[src/rtl/simd_alu_pkg.sv]
package simd_alu_pkg;

  localparam int unsigned SLICE_W = 8;

  typedef enum logic [1:0] {
    LANE_8    = 2'b00,
    LANE_16   = 2'b01,
    LANE_32   = 2'b10,
    LANE_RSVD = 2'b11
  } lane_size_e;

  // slices per lane; 0 marks the reserved code
  function automatic int unsigned lane_span(lane_size_e sz);
    case (sz)
      LANE_8:  return 1;
      LANE_16: return 2;
      LANE_32: return 4;
      default: return 0;
    endcase
  endfunction

endpackage

[src/rtl/simd_lane_ctl.sv]
module simd_lane_ctl
  import simd_alu_pkg::*;
#(
  parameter int unsigned NUM_SLICES = 8,
  parameter int unsigned IDX_W      = 3
) (
  input  lane_size_e             lane_size_i,
  output logic [NUM_SLICES-1:0]  first_o,
  output logic [NUM_SLICES-1:0]  last_o,
  output logic [IDX_W-1:0]       top_idx_o [NUM_SLICES],
  output logic                   lane_ok_o
);

  int unsigned span;

  always_comb begin
    span      = lane_span(lane_size_i);
    lane_ok_o = (span != 0);
    if (span == 0) span = 1;
    for (int unsigned k = 0; k < NUM_SLICES; k++) begin
      first_o[k]   = ((k & (span - 1)) == 0);
      last_o[k]    = ((k & (span - 1)) == (span - 1));
      top_idx_o[k] = IDX_W'(k | (span - 1));
    end
  end

endmodule

[src/rtl/simd_slice_add.sv]
module simd_slice_add #(
  parameter int unsigned W = 8
) (
  input  logic [W-1:0] a_i,
  input  logic [W-1:0] b_i,
  input  logic         sub_i,
  input  logic         cin_i,
  output logic [W-1:0] sum_o,
  output logic         cout_o,
  output logic         cmsb_o
);

  logic [W-1:0] b_eff;
  logic [W-1:0] low;

  always_comb begin
    b_eff = sub_i ? ~b_i : b_i;
    low   = {1'b0, a_i[W-2:0]} + {1'b0, b_eff[W-2:0]} + {{(W-1){1'b0}}, cin_i};
    cmsb_o = low[W-1];
    sum_o  = {a_i[W-1] ^ b_eff[W-1] ^ cmsb_o, low[W-2:0]};
    cout_o = (a_i[W-1] & b_eff[W-1]) | (cmsb_o & (a_i[W-1] ^ b_eff[W-1]));
  end

endmodule

[src/rtl/simd_sat_sel.sv]
module simd_sat_sel #(
  parameter int unsigned W = 8
) (
  input  logic [W-1:0] raw_i,
  input  logic         sat_i,
  input  logic         signed_i,
  input  logic         sub_i,
  input  logic         top_cout_i,
  input  logic         top_cmsb_i,
  input  logic         top_amsb_i,
  input  logic         is_top_i,
  output logic [W-1:0] res_o
);

  logic         u_ovf, s_ovf;
  logic [W-1:0] u_clamp, s_clamp;

  always_comb begin
    // unsigned sub: carry out low means borrow
    u_ovf   = sub_i ? ~top_cout_i : top_cout_i;
    s_ovf   = top_cout_i ^ top_cmsb_i;
    u_clamp = sub_i ? '0 : '1;
    // on signed overflow the true sign equals operand a's sign
    if (top_amsb_i) s_clamp = is_top_i ? {1'b1, {(W-1){1'b0}}} : '0;
    else            s_clamp = is_top_i ? {1'b0, {(W-1){1'b1}}} : '1;
    if (!sat_i)        res_o = raw_i;
    else if (signed_i) res_o = s_ovf ? s_clamp : raw_i;
    else               res_o = u_ovf ? u_clamp : raw_i;
  end

endmodule

[src/rtl/simd_alu.sv]
module simd_alu
  import simd_alu_pkg::*;
#(
  parameter int unsigned DATA_W = 64
) (
  input  logic              clk_i,
  input  logic              rst_ni,
  input  logic              valid_i,
  output logic              ready_o,
  input  logic [DATA_W-1:0] a_i,
  input  logic [DATA_W-1:0] b_i,
  input  logic [1:0]        lane_sel_i,
  input  logic              sub_i,
  input  logic              sat_i,
  input  logic              signed_i,
  output logic              valid_o,
  input  logic              ready_i,
  output logic [DATA_W-1:0] result_o
);

  localparam int unsigned NUM_SLICES = DATA_W / SLICE_W;
  localparam int unsigned IDX_W      = (NUM_SLICES > 1) ? $clog2(NUM_SLICES) : 1;

  lane_size_e              lane_size;
  logic [NUM_SLICES-1:0]   first_v, last_v;
  logic [IDX_W-1:0]        top_idx [NUM_SLICES];
  logic                    lane_ok;
  logic [NUM_SLICES-1:0]   cin_v, cout_v, cmsb_v, amsb_v;
  logic [DATA_W-1:0]       raw_sum, sat_sum, next_res;
  logic                    accept;
  logic                    valid_q;
  logic [DATA_W-1:0]       res_q;

  assign lane_size = lane_size_e'(lane_sel_i);
  assign accept    = valid_i & ready_i;
  assign ready_o   = ready_i;

  simd_lane_ctl #(
    .NUM_SLICES (NUM_SLICES),
    .IDX_W      (IDX_W)
  ) u_ctl (
    .lane_size_i (lane_size),
    .first_o     (first_v),
    .last_o      (last_v),
    .top_idx_o   (top_idx),
    .lane_ok_o   (lane_ok)
  );

  for (genvar k = 0; k < NUM_SLICES; k++) begin : g_slice
    if (k == 0) begin : g_head
      assign cin_v[k] = sub_i;
    end else begin : g_link
      // chain is cut where a lane starts
      assign cin_v[k] = first_v[k] ? sub_i : cout_v[k-1];
    end

    assign amsb_v[k] = a_i[k*SLICE_W + SLICE_W - 1];

    simd_slice_add #(.W(SLICE_W)) u_add (
      .a_i    (a_i[k*SLICE_W +: SLICE_W]),
      .b_i    (b_i[k*SLICE_W +: SLICE_W]),
      .sub_i  (sub_i),
      .cin_i  (cin_v[k]),
      .sum_o  (raw_sum[k*SLICE_W +: SLICE_W]),
      .cout_o (cout_v[k]),
      .cmsb_o (cmsb_v[k])
    );

    simd_sat_sel #(.W(SLICE_W)) u_sat (
      .raw_i      (raw_sum[k*SLICE_W +: SLICE_W]),
      .sat_i      (sat_i),
      .signed_i   (signed_i),
      .sub_i      (sub_i),
      .top_cout_i (cout_v[top_idx[k]]),
      .top_cmsb_i (cmsb_v[top_idx[k]]),
      .top_amsb_i (amsb_v[top_idx[k]]),
      .is_top_i   (last_v[k]),
      .res_o      (sat_sum[k*SLICE_W +: SLICE_W])
    );

    AST_USAT_ADD_FLOOR: assert property (@(posedge clk_i) disable iff (!rst_ni)
      (accept && lane_size == LANE_8 && sat_i && !signed_i && !sub_i)
      |=> (result_o[k*SLICE_W +: SLICE_W] >= $past(a_i[k*SLICE_W +: SLICE_W])));

    AST_SSAT_POS_STAYS_POS: assert property (@(posedge clk_i) disable iff (!rst_ni)
      (accept && lane_size == LANE_8 && sat_i && signed_i && !sub_i
       && !a_i[k*SLICE_W + SLICE_W - 1] && !b_i[k*SLICE_W + SLICE_W - 1])
      |=> !result_o[k*SLICE_W + SLICE_W - 1]);
  end

  assign next_res = lane_ok ? sat_sum : '0;

  always_ff @(posedge clk_i or negedge rst_ni) begin
    if (!rst_ni) begin
      valid_q <= 1'b0;
      res_q   <= '0;
    end else if (ready_i) begin
      valid_q <= valid_i;
      if (valid_i) res_q <= next_res;
    end
  end

  assign valid_o  = valid_q;
  assign result_o = res_q;

  AST_STALL_HOLD: assert property (@(posedge clk_i) disable iff (!rst_ni)
    !ready_i |=> ($stable(result_o) && $stable(valid_o)));

  AST_VALID_TRACK: assert property (@(posedge clk_i) disable iff (!rst_ni)
    ready_i |=> (valid_o == $past(valid_i)));

  AST_RSVD_ZERO: assert property (@(posedge clk_i) disable iff (!rst_ni)
    (accept && lane_sel_i == 2'b11) |=> (result_o == '0));

  AST_LOW_LANE_WRAP_ADD: assert property (@(posedge clk_i) disable iff (!rst_ni)
    (accept && !sat_i && !sub_i && lane_sel_i != 2'b11)
    |=> (result_o[SLICE_W-1:0] == $past(a_i[SLICE_W-1:0] + b_i[SLICE_W-1:0])));

  AST_LOW_LANE_WRAP_SUB: assert property (@(posedge clk_i) disable iff (!rst_ni)
    (accept && !sat_i && sub_i && lane_sel_i != 2'b11)
    |=> (result_o[SLICE_W-1:0] == $past(a_i[SLICE_W-1:0] - b_i[SLICE_W-1:0])));

endmodule

[config.mk]
export PLATFORM = sky130hd
export DESIGN_NAME = simd_alu
export DESIGN_NICKNAME = d
export VERILOG_FILES = /design/src/rtl/simd_alu_pkg.sv /design/src/rtl/simd_lane_ctl.sv /design/src/rtl/simd_slice_add.sv /design/src/rtl/simd_sat_sel.sv /design/src/rtl/simd_alu.sv
export SDC_FILE = /design/constraint.sdc
export NUM_CORES = 1
export LEC_CHECK = 0
export BUFFER_PORTS_ARGS = -buffer_cell sky130_fd_sc_hd__buf_2
export CORE_ASPECT_RATIO = 2
export CORE_MARGIN = 2
export CORE_UTILIZATION = 40
export CTS_BUF_LIST = sky130_fd_sc_hd__clkbuf_2
export DETAILED_ROUTE_END_ITERATION = 8
export GPL_ROUTABILITY_DRIVEN = 0
export GPL_TIMING_DRIVEN = 1
export SLEW_MARGIN = 20
export SYNTH_ARGS = -nofsm -noshare
export SYNTH_HDL_FRONTEND = slang
export SYNTH_SLANG_ARGS = --single-unit
[constraint.sdc]
create_clock -name clk_i -period 1.2 [get_ports clk_i]
set_input_delay 0.12 -clock clk_i [delete_from_list [all_inputs] [get_ports clk_i]]
set_output_delay 0.12 -clock clk_i [all_outputs]
set_load 0.05 [all_outputs]
==> summary by stage <==
STA
After layout, the worst setup slack is -5370 ps. The slew at the pin closest to its max-slew limit is 527 ps. Setup violations remaining at the end of the flow were counted as 129. The setup total negative slack is -328,230 ps. Across the routed clock network, the largest skew measured is 0 ps. Setup repair after global routing could not meet its margin everywhere.

The count of pins over their slew limit is 0. The remaining max-slew budget at the tightest pin is 63.8%. The final-report hold violation count is 1. The share of the clock period used by the worst path is 548%. The worst hold slack is -20.8 ps. For this run, the top clock speed supported by timing is 152 MHz. Subtracting the final worst setup slack from the clock period gives 6570 ps.

Clock network
After clock tree synthesis, the clock-pin slew on the worst setup and hold paths is 260 ps. The number of clock sinks is 65. The tree is rooted in a sky130_fd_sc_hd__clkbuf_2. For the worst-skew pair, the clock arrives at the later sink with an insertion delay of 590 ps. Counting the buffers created by CTS gives 9.

In this run the number of H-tree levels came out at 3. The largest buffer count on any clock path is 2. The clock tree from TritonCTS is yes.

Hold path
Counting instances, the worst hold path has a depth of 3. The worst min-delay path class is in2reg.

Cells and area
In the layout the commonest cells are 347 x sky130_fd_sc_hd__buf_4, 134 x sky130_fd_sc_hd__buf_2, 94 x sky130_fd_sc_hd__buf_6. The count of fill cells added during filler insertion is 1,347. The sequential standard cell area is 1630 um^2. Compared with the post-synthesis result, the final layout area differs by 78.2%. In the final layout, the share of cells above drive strength 1 is 53.6%. The area occupied by multi-input gates is 6130 um^2. The finished layout holds 1,632 standard cells, fillers aside. At the end of the flow, the number of nets in the layout was 1,624. The most frequent standard cell in the layout excluding fill and tap cells is sky130_fd_sc_hd__buf_4.

GRT
The number of global-route vias before repair came to 9,535. The first global-routing pass estimated 47,000 um of wire. Global routing finished with a remaining overflow of 0. Across every metal layer, demand over resource in global routing totals 31.1%. The number of antenna violations at the first check in global routing came to 1. The maximum number of pins on one net before global-route repair is 69.

Die
Pin placement for this block handled 203 I/O pins. Once the floorplan was initialized, standard cells occupied 40.7% of the core. In this run the standard cell core region covers 17,700 um^2.

The number of rows created at floorplan is 69. The y dimension of the die is 194 um. The die covers 19,200 um^2. The horizontal die dimension is 98.9 um.

Route
The total length of routed wires is 30,900 um. The final route contains 9,092 vias. The DRC violation count after routing is 0. The post-detailed-route wirelength per cell is 18.9 um. The number of DRC markers after the initial detailed-route iteration is 508.

Once detail routing completed, the nets flagged for antenna violations numbered 0. The average via count per standard cell is 5.57. The number of iterations in the first detailed-routing pass is 6.

Yosys
In the synthesized netlist, mux cells make up 4.80% of the area. The adder and majority gate portion of the synthesized area is 16.4%. The number of nets in the synthesized netlist is 1,068. The synthesized instance count is 857. For this run, the leading register cell type out of synthesis is sky130_fd_sc_hd__dfrtp_1. The post-synthesis async set-or-reset flop share is 100%. The number of enable flip-flop cells after synthesis is 0.

The synthesized netlist devotes 13.6% of its cell area to XOR and XNOR gates. The share of synthesized area occupied by flip-flops and latches is 22.6%. By area, the combinational part of the netlist is dominated by compound AO/OA/AOI/OAI gates. The compound-cell area share of the yosys netlist is 25.6%. The number of different library cells in the post-synthesis netlist is 65. In this run, synthesis produced a sequential element count of 65. Averaged over all synthesized cells, the footprint is 8.40 um^2. The warning count from the yosys run is 0. The mapped netlist covers 7200 um^2.

The simple-gate area share of the yosys netlist is 12.8%.

Place
The HPWL after detailed placement is 21,500 um. The cell total after placement is 1,486. Before CTS, the worst setup slack after placement is -6360 ps. During placement, the flow inserted port buffers numbering 202.

Power and ir drop
In this run the power density over the cells is 1410 nW/um^2. The overall power of the completed layout is 18.1 mW. VDD sags by at most 0.988 mV. The standby leakage power is 6.36 nW.

Worst setup path
The required arrival time at the worst endpoint is 1720 ps. The cell count along the critical path is 33. The most frequent cell on the critical path is sky130_fd_sc_hd__fa_2.

The maximum cell stage delay along the critical path is 570 ps. The signal arrival time at the worst endpoint is 7090 ps. The worst setup path is launched from an input port.

Measured in cells, the most critical reg-to-reg path has a length of 3. The combined buffer and inverter count along the critical path is 3. Broken down by cell family, the worst path's largest delay share belongs to adder cells. The largest individual stage delay along the critical path comes from the cell sky130_fd_sc_hd__mux4_2. The largest fanout on the critical path is 4.

By startpoint and endpoint, the worst setup path is classified as in2reg. The kind of capture point of the worst setup path is a flop.

Outcome
The final reports fail on negative hold slack, negative setup slack. The flow ran to the end, but the final reports show violations.

Job
Max-cap violations in this run came to 0.
[per-stage QoR]
| step | util, % | cell area [um^2] | hold WS, ps |
|---|---|---|---|
| after floorplan | - | 7480 | -176 |
| after global placement | 59.2 | 10500 | 162 |
| after detailed placement | 59.2 | 10500 | 162 |
| after CTS | 69.7 | 12300 | -53.2 |
| after global routing | 72.5 | 12800 | -52.1 |
| final | 72.5 | 12800 | -20.8 |
[path summary, 6_finish.rpt]
kind | from | end | slack, ps
max reg2reg | result_o[19] | result_o[19] | 100
max in group asynchronous | rst_ni | result_o[37] | 750
min in group asynchronous | rst_ni | result_o[3] | 50
min reg2reg | result_o[4] | result_o[4] | 540
max | sub_i | result_o[1] | -5370
min | a_i[8] | result_o[8] | -20
[power breakdown]
part           internal, mW  switching, mW
registers              2.76          0.500
clock network         0.686          0.954
logic                  6.40           6.78
total                  9.85           8.24
[synthesized netlist by cell type, drive strengths merged (13+ instances only)]
cell type | number | share of area (%)
nand2 | 83 | 4.3
a21oi | 76 | 5.3
xor2 | 70 | 8.5
nor2 | 69 | 3.6
dfrtp | 65 | 23
o21ai | 64 | 4.4
ha | 51 | 8.9
xnor2 | 41 | 5.1
clkbuf | 32 | 1.7
inv | 30 | 1.6
a21o | 28 | 2.9
fa | 23 | 6.4
mux2i | 22 | 3.2
o21a | 16 | 1.7
a221o | 13 | 1.8
nor3 | 13 | 0.90
[area by class of cell]
class / instances / share of cell area [%]
multi-input combinational: 717 / 47.8
timing repair buffer: 587 / 35.4
sequential: 65 / 12.7
tap: 213 / 2.08
inverter: 33 / 1.00
clock inverter: 6 / 0.644
clock buffer: 10 / 0.390
antenna: 1 / 0.0195
[sequential cells by signal, indices dropped and copies added, names as in the netlist]
name      count
result_o     64
valid_o       1
[worst reg2reg max path, stage by stage (launching register included)]
cell and delay [ps]:
sky130_fd_sc_hd__dfrtp_1 440, sky130_fd_sc_hd__buf_4 140, sky130_fd_sc_hd__buf_4 120, sky130_fd_sc_hd__a221o_1 300
[layer usage]
| layer | track usage [%] | share of wire [%] | vias up |
|---|---|---|---|
| met3 | 3.75 | 4.5 | 138 |
| met1 | 29.3 | 32 | 4373 |
| li1 | - | - | 4187 |
| met4 | 21.1 | 7.6 | 0 |
| met5 | 0 | 0 | - |
| met2 | 60.0 | 56 | 394 |
[cell families after synthesis]
| logic type | count (synthesis) |
|---|---|
| adders and majority gates | 82 |
| muxes | 30 |
| AOI/OAI and AO/OA | 283 |
| DFF | 65 |
| buffers and inverters | 75 |
| and+or+nand+nor | 211 |
| xor gates and xnor gates | 111 |
[what timing repair did]
item	4_1_cts	5_1_grt
pin swaps	113	90
buffers inserted	103	27
gates cloned	2	0
resized for setup	271	72
hold endpoints to repair	69	2
setup endpoints to repair	129	130
hold buffers	3	1
(Power assumes the default switching activity.)
